`config.mk`:
```
export PLATFORM = sky130hd
export DESIGN_NAME = tw_eeprom_engine
export DESIGN_NICKNAME = d
export VERILOG_FILES = /design/src/rtl/tw_pkg.sv /design/src/rtl/tw_edge_det.sv /design/src/rtl/tw_shifter.sv /design/src/rtl/tw_pos_cnt.sv /design/src/rtl/tw_eeprom_engine.sv
export SDC_FILE = /design/constraint.sdc
export NUM_CORES = 1
export LEC_CHECK = 0
export BUFFER_PORTS_ARGS = -buffer_cell sky130_fd_sc_hd__clkbuf_2
export CORE_UTILIZATION = 39
export CTS_BUF_LIST = sky130_fd_sc_hd__clkbuf_16
export DETAILED_ROUTE_END_ITERATION = 8
export PLACE_DENSITY = 0.71
export SETUP_SLACK_MARGIN = 0.15
export SLEW_MARGIN = 5
export SYNTH_ARGS = -nofsm -noshare
export SYNTH_HDL_FRONTEND = slang
export SYNTH_SLANG_ARGS = --single-unit
export TNS_END_PERCENT = 100
```
`constraint.sdc`:
```
create_clock -name clk -period 2.13 [get_ports clk]
set_clock_uncertainty 0.15 [all_clocks]
set_input_delay 0.1065 -clock clk [delete_from_list [all_inputs] [get_ports clk]]
set_output_delay 0.1065 -clock clk [all_outputs]
set_load 0.005 [all_outputs]
```
`src/rtl/tw_pkg.sv`:
```
package tw_pkg;
  localparam int MODE_W = 4;
  localparam logic [MODE_W-1:0] MODE_IDLE  = 4'b0000;
  localparam logic [MODE_W-1:0] MODE_WRITE = 4'b0001;
  localparam logic [MODE_W-1:0] MODE_READ  = 4'b0010;
  localparam logic [MODE_W-1:0] MODE_CMD   = 4'b0011;
  localparam logic [7:0]        ADDR_HI    = 8'h3F;
endpackage

```
`src/rtl/tw_edge_det.sv`:
```
module tw_edge_det (
  input  logic clk,
  input  logic rst_n,
  input  logic lvl,
  output logic rise
);
  logic lvl_q;
  always_ff @(posedge clk or negedge rst_n) begin
    if (!rst_n) lvl_q <= 1'b0;
    else        lvl_q <= lvl;
  end
  assign rise = lvl & ~lvl_q;
endmodule

```
`src/rtl/tw_shifter.sv`:
```
module tw_shifter #(
  parameter int W = 16
) (
  input  logic         clk,
  input  logic         rst_n,
  input  logic         shift_en,
  input  logic         din,
  input  logic         load_en,
  input  logic [W-1:0] load_val,
  output logic [W-1:0] q,
  output logic [W-1:0] q_next
);
  assign q_next = {q[W-2:0], din};
  always_ff @(posedge clk or negedge rst_n) begin
    if (!rst_n)        q <= '0;
    else if (load_en)  q <= load_val;
    else if (shift_en) q <= q_next;
  end
endmodule

```
`src/rtl/tw_pos_cnt.sv`:
```
module tw_pos_cnt #(
  parameter int PW = 4
) (
  input  logic          clk,
  input  logic          rst_n,
  input  logic          load,
  input  logic [PW-1:0] load_val,
  input  logic          step,
  output logic          at_zero
);
  logic [PW-1:0] cnt;
  always_ff @(posedge clk or negedge rst_n) begin
    if (!rst_n)    cnt <= '0;
    else if (load) cnt <= load_val;
    else if (step) cnt <= cnt - 1'b1;
  end
  assign at_zero = (cnt == '0);
endmodule

```
`src/rtl/tw_eeprom_engine.sv`:
```
module tw_eeprom_engine #(
  parameter int DATA_W = 16,
  parameter int CMD_W  = 9
) (
  input  logic              clk,
  input  logic              rst_n,
  input  logic              ser_clk,
  input  logic              ser_din,
  input  logic [3:0]        mode_in,
  input  logic [DATA_W-1:0] bus_rdata,
  output logic [3:0]        mode_next,
  output logic              mode_set,
  output logic              addr_stb,
  output logic [DATA_W-1:0] addr_out,
  output logic              wr_stb,
  output logic [DATA_W-1:0] wr_data,
  output logic              rd_stb,
  output logic              ser_dout
);
  import tw_pkg::*;

  localparam int PW     = $clog2(DATA_W);
  localparam int SEL_HI = CMD_W - 2;
  localparam int LOW_W  = DATA_W - 9;
  localparam logic [PW-1:0] CMD_LOAD  = PW'(CMD_W - 2);
  localparam logic [PW-1:0] DATA_LOAD = PW'(DATA_W - 1);

  logic              rise;
  logic              at_zero;
  logic              foreign;
  logic              busy;
  logic              pos_load;
  logic              pos_step;
  logic [PW-1:0]     pos_val;
  logic [DATA_W-1:0] sh_q;
  logic [DATA_W-1:0] sh_next;

  tw_edge_det u_edge (
    .clk(clk), .rst_n(rst_n), .lvl(ser_clk), .rise(rise)
  );

  tw_shifter #(.W(DATA_W)) u_sh (
    .clk(clk), .rst_n(rst_n), .shift_en(rise), .din(ser_din),
    .load_en(rd_stb), .load_val(bus_rdata), .q(sh_q), .q_next(sh_next)
  );

  assign foreign  = (mode_in[3:2] != 2'b00);
  assign busy     = !foreign && (mode_in != MODE_IDLE);
  assign pos_load = rise && (foreign || (busy && at_zero));
  assign pos_step = rise && busy && !at_zero;
  assign pos_val  = foreign ? CMD_LOAD : DATA_LOAD;

  tw_pos_cnt #(.PW(PW)) u_pos (
    .clk(clk), .rst_n(rst_n), .load(pos_load), .load_val(pos_val),
    .step(pos_step), .at_zero(at_zero)
  );

  always_ff @(posedge clk or negedge rst_n) begin
    if (!rst_n) begin
      mode_next <= MODE_IDLE;
      mode_set  <= 1'b0;
      addr_stb  <= 1'b0;
      wr_stb    <= 1'b0;
      rd_stb    <= 1'b0;
      addr_out  <= '0;
    end else begin
      mode_set <= 1'b0;
      addr_stb <= 1'b0;
      wr_stb   <= 1'b0;
      rd_stb   <= 1'b0;
      if (rise) begin
        if (foreign) begin
          mode_next <= MODE_CMD;
          mode_set  <= 1'b1;
        end else if (busy && at_zero) begin
          mode_set <= 1'b1;
          if (mode_in == MODE_CMD) begin
            mode_next <= {2'b00, sh_next[SEL_HI:SEL_HI-1]};
            addr_stb  <= 1'b1;
            addr_out  <= {ADDR_HI, sh_next[0], {LOW_W{1'b0}}};
          end else begin
            mode_next <= MODE_IDLE;
            wr_stb    <= (mode_in == MODE_WRITE);
            rd_stb    <= (mode_in == MODE_READ);
          end
        end
      end
    end
  end

  assign wr_data  = sh_q;
  assign ser_dout = sh_q[DATA_W-1];
endmodule

```
# Yosys cells after proc, flatten, opt, wreduce, memory -nomap -nowiden
# Cells that the tools add are included.
op_classes:
  add_sub_neg: 1
  n_mul: 0
  div_mod_pow: 0
  magnitude_cmp: 0
  n_eq_ne: 3
  shifts: 0
  muxes: 23
  bitwise_logic: 3
  n_reduce_logical: 16
ops:
  columns: ["cell", "n"]
  rows:
  - ["two-way mux 16 bit", 2]
  - ["two-way mux 4 bit", 5]
  - ["two-way mux 1 bit", 15]
  - ["equality test 4 x 2 -> 1 bit, second input constant", 2]
  - ["nonzero test 2 bit", 4]
  - ["logical AND 1 bit", 5]
  - ["equality test 4 x 1 -> 1 bit, second input constant", 1]
  - ["logical NOT 4 bit", 1]
  - ["AND reduction 4 bit", 1]
  - ["nonzero test 4 bit", 1]
  - ["subtractor 4 x 1 -> 4 bit, second input constant", 1]
  - ["logical NOT 1 bit", 2]
  - ["two-way mux 2 bit", 1]
  - ["inverter 1 bit", 2]
  - ["AND reduction 2 bit", 1]
  - ["AND 1 bit", 1]
  - ["logical OR 1 bit", 1]
totals:
  reg_bits: 31
  latchBits: 0
  mem_bits_rw: 0
  mem_bits_ro: 0
  in_bits: 24
  output_inout_bits: 41
  elab_cells: 55
  n_memories: 0

# Logic depth before layout (Yosys ltp)
logic_depth:
  depth_word: 7
  mapped_depth: 5

# By module
# A second synthesis with hierarchy kept.
hier_totals:
  cells_unflattened: 153
  hier_area_um2: 1610.3
by_module_without_submodules:
  columns: ["mod", "n_inst", "cells_each", "area_per_inst_um2"]
  rows:
  - ["tw_shifter", 1, 85, 864.6]
  - ["tw_eeprom_engine", 1, 45, 476.7]
  - ["tw_pos_cnt", 1, 21, 230.2]
  - ["tw_edge_det", 1, 2, 38.8]

# Worst setup path after synthesis
# OpenSTA, ideal clock, no wires.
synth_timing:
  path_type: "register to register"
  startpoint: "register u_pos.cnt[0]"
  endpoint: "register addr_out[7]"
  arrival_time_ps: 1552
  path_slack_ps: 301
  path_stages_with_launch: 6
  n_path_buf: 0
  period_less_slack_ps: 1829
  path_cell_list: "dfrtp_1 -> inv_1 -> ha_1 -> or3b_1 -> nor3_2 -> mux2_1"
synth_via:
  elab_chain_cells: 3
synth_lines:
  columns: ["element", "line_no", "text"]
  rows:
  - ["from (decl)", "tw_pos_cnt.sv:11", "logic [PW-1:0] cnt;"]
  - ["from (signal assigned)", "tw_pos_cnt.sv:14", "else if (load) cnt <= load_val;"]
  - ["from (signal assigned)", "tw_pos_cnt.sv:15", "else if (step) cnt <= cnt - 1'b1;"]
  - ["logical NOT 4 bit", "tw_pos_cnt.sv:17", "assign at_zero = (cnt == '0);"]
  - ["logical AND 1 bit", "tw_eeprom_engine.sv:75", "end else if (busy && at_zero) begin"]
  - ["AND reduction 4 bit (no source line)", null, null]
  - ["to (signal assigned)", "tw_eeprom_engine.sv:80", "addr_out <= {ADDR_HI, sh_next[0], {LOW_W{1'b0}}};"]
  - ["to (decl)", "tw_eeprom_engine.sv:14", "output logic [DATA_W-1:0] addr_out,"]
# No other way between the ends.
# A chain may end at the register's enable or synchronous reset.

# Worst setup path after layout
layout_timing:
  startpoint: "register u_pos.cnt[0]"
  endpoint: "register mode_next[0]"
layout_via:
  elab_chain_cells: 4
layout_lines:
  columns: ["element", "line_no", "text"]
  rows:
  - ["logical NOT 4 bit", "tw_pos_cnt.sv:17", null]
  - ["logical AND 1 bit", "tw_eeprom_engine.sv:75", null]
  - ["nonzero test 2 bit (no source line)", null, null]
  - ["AND reduction 2 bit (no source line)", null, null]
  - ["to (signal assigned)", "tw_eeprom_engine.sv:78", "mode_next <= {2'b00, sh_next[SEL_HI:SEL_HI-1]};"]
  - ["to (decl)", "tw_eeprom_engine.sv:11", "output logic [3:0] mode_next,"]
# No other way between the ends.

==> summary.md <==
| Metric | Value |
|---|---|
| Max Root-Sink Buffers | 2 |
| Worst VDD drop | 0.000468 V |
| Crit path required time | 2.16 ns |
| Psw | 0.548 mW |
| CP delay by family, top | simple AND/OR/NAND/NOR gates |
| Top cells by instance count after synthesis | dfrtp_1 (29), nand2_1 (20), o21ai_0 (18) |
| Antenna violations before repair | 0 |
| Seq/Total Area, Yosys | 48.9% |
| Area grow syn2layout | 41.4% |
| Detailed placement HPWL | 2170 µm |
| Number of synthesized flops with an enable pin | 0 |
| Synth top area share | 48.9% |
| R2r startpoint | u_pos.cnt[0] |
| Post-route ant nets | 0 |
| Dominant cell type by area after synthesis | dfrtp_1 |
| Metal2 WL | 1660 µm |
| Clk Latency, worst-skew pair | 0.27 ns |
| Critical Path End Type | flip-flop |
| Clk pin slew, worst setup/hold paths | 0.04 ns |
| Die ar. | 4060 µm² |
| RSZ-0062 raised after global routing | false |
| CP arrival | 1.96 ns |
| FMAX | 517 MHz |
| Clock sinks | 29 |
| M1 WL | 1400 µm |
| Startpoint types | flip-flop |
| # setup viols final | 0 |
| Initial Utilization | 40.6% |
| Synthesized flop and latch total | 29 |
| Final std cells w/o fill | 267 |
| Power Dens Cells | 915 nW/µm² |
| Proportion of layout cells with a drive suffix above 1 | 33.8% |
| Min-delay worst type | in -> reg |
| Vias per Instance | 4.88 |
| Drt wl/cell | 12.3 µm |
| WL final | 3290 µm |
| Pre-antenna DRT Iters | 2 |
| Crit path max fanout | 4 |
| CP Cell Sequence | inv_2, ha_2, or3b_4, or3_4, a32oi_2 |
| Reg power frac | 43.9% |
| CP Capture Point | mode_next[0] |
| Slowest-stage cell, CP | or3_4 |
| Global-route wire length before repair | 5340 µm |
| Core Box Area | 3660 µm² |
| Power share of the clock group | 32.5% |
| Leak | 1.05 nW |
| Clock root buffer master | clkbuf_16 |
| GRT Residual Overflow | 0 |
| Placed cell area | 1710 µm² |
| DRC viols | 0 |
| Violation count after the first detailed-route iteration | 58 |
| Critical Path Max Stage Delay | 0.41 ns |
| Via count | 1,303 |
| I/O Buffers | 53 |
| Least-Margin Pin Slew | 0.703 ns |
| Setup TNS | 0 ns |
| H-tree depth | 2 |
| Setup crit start | u_pos.cnt[0] |
| Final count of hold timing violations | 0 |
| Pint | 1.37 mW |
| Rows | 22 |
| WL met3 | 140 µm |
| Cell depth of the worst setup path | 5 |
| Fin crit share | 90.7% |
| R2R depth | 5 |
| WS Path Type | reg -> reg |
| I/O pin total | 65 |
| Synth cell types | 33 |
| Post-layout worst setup margin | 0.197 ns |
| Synth warn | 0 |
| Sw Ratio | 28.5% |
| Worst R2R Setup Slack | 0.20 ns |
| Slew Limit Fails | 0 |
| Largest net degree at the start of global routing | 30 |
| Most used DFF post-synth | dfrtp_1 |
| Pwr Total | 1.92 mW |
| Total CTS buffers | 5 |
| Synth top area cells | dfrtp_1 (49%), mux2i_1 (11%), buf_4 (8.6%), o21ai_0 (6.1%), nand2_1 (5.1%) |
| Maxcap violations | 0 |
| Worst r2r dst | mode_next[0] |
| Die height | 63.7 µm |
| Count leader, synth | dfrtp_1 |
| Placed cell count | 237 |
| Max Used Layer | met4 |
| CTS tree | built |
| Design area | 2100 µm² |
| Worst relative slew slack | 53.2% |
| Vias in the first global route | 1,156 |
| Period minus WS final | 1.93 ns |
| Ys async rst share | 100% |
| NumNets Final | 245 |
| Chip width | 63.7 µm |
| Avg Synthesized Cell Area | 10.0 µm² |
| Post-Synthesis Cell Area | 1490 µm² |
| Gate Count Post-Synth | 148 |
| Combinational share of power | 23.6% |
| Total track usage | 17.7% |
| Placer's final routability congestion estimate | 0.779 |
| Buf+Inv Stages, Crit Path | 1 |
| Ant diodes | 0 |
| Status | finished clean |
| DP Worst Slack | 0.177 ns |
==> per-stage QoR <==
step	util (%)	hold slack, ns
after CTS	56.1	0.0623
after detailed placement	46.8	0.0350
after floorplan	-	-0.339
after global placement	46.8	0.0401
final	57.4	0.0729
after global routing	57.4	0.127
==> worst min path at each step <==
stage | from | endpoint | slack (ns) | cells after the start
2_1_floorplan | rst_n | addr_out[7] | -0.34 | 0
3_3_place_gp | rst_n | wr_stb | 0.04 | 1
3_5_place_dp | rst_n | wr_stb | 0.03 | 1
4_1_cts | mode_in[2] | u_pos.cnt[2] | 0.06 | 3
5_1_grt | mode_in[3] | addr_stb | 0.13 | 3
6_report | mode_in[2] | u_pos.cnt[2] | 0.07 | 3
==> what timing repair did <==
item	4_1_cts	5_1_grt
buffers inserted	0	2
gates resized for setup	0	7
setup endpoints to repair	0	3
hold buffers	21	0
endpoints found under the hold margin	49	0
==> per-layer routing <==
metal  up-vias  GRT usage [%]
met3         7           3.80
met4         0           9.66
met5         -              0
li1        625              -
met1       620           21.7
met2        51           28.9
==> logic make-up after synthesis <==
family | share of synthesized area (%)
AND/OR/NAND/NOR | 14.9
buffers and inverters | 11.7
flip-flops | 48.9
AO/OA/AOI/OAI | 11.0
multiplexers | 11.5
adder cells (fa/ha/maj) | 1.68
other | 0.252
==> state kept, by name, summed over array words and instances, names as in the netlist <==
signal        cells
u_sh.q           16
u_pos.cnt         4
addr_out          2
mode_next         2
addr_stb          1
mode_set          1
rd_stb            1
u_edge.lvl_q      1
wr_stb            1
==> placed cells by master (no fill, tap or decap) <==
master / count
nand2_1: 20
or2_2: 1
or3b_4: 1
or3_4: 1
or4b_4: 1
o21ai_0: 18
o21ba_2: 1
clkbuf_16: 5
ha_2: 1
ha_1: 1
a21oi_1: 3
nor2_1: 2
inv_2: 1
clkinv_1: 1
nor3_1: 3
or4_2: 1
buf_4: 5
nor2b_1: 1
or4_1: 1
dlygate4sd3_1: 21
o32ai_1: 1
mux2_1: 1
nand3_1: 3
inv_1: 4
nand4_1: 2
o311ai_0: 1
mux2i_1: 16
clkbuf_2: 53
conb_1: 11
dfrtp_1: 29
a32oi_2: 2
nand2b_1: 1
nor3_4: 1
o21bai_1: 1
nor3b_1: 3
o22ai_1: 1
==> power groups by stage <==
stage	registers (mW)	clock network [mW]	logic, mW
finish	0.843	0.625	0.454
global route	0.872	0.672	0.520
CTS	0.843	0.641	0.439
detailed placement	0.850	0	0.407
global placement	0.850	0	0.399
floorplan	0.836	0	0.216
==> area by class of cell <==
type	count	area (µm²)
tap	48	60.1
timing repair buffer	79	513
sequential	29	726
clock buffer	5	125
fill	317	1560
multi-input combinational	100	654
clock inverter	2	7.51
inverter	4	15.0
==> tightest hold or removal path: stages <==
cell      delay, ns
clkbuf_2       0.13
nor3_1         0.06
a21oi_1        0.14
(Power assumes the default switching activity.)
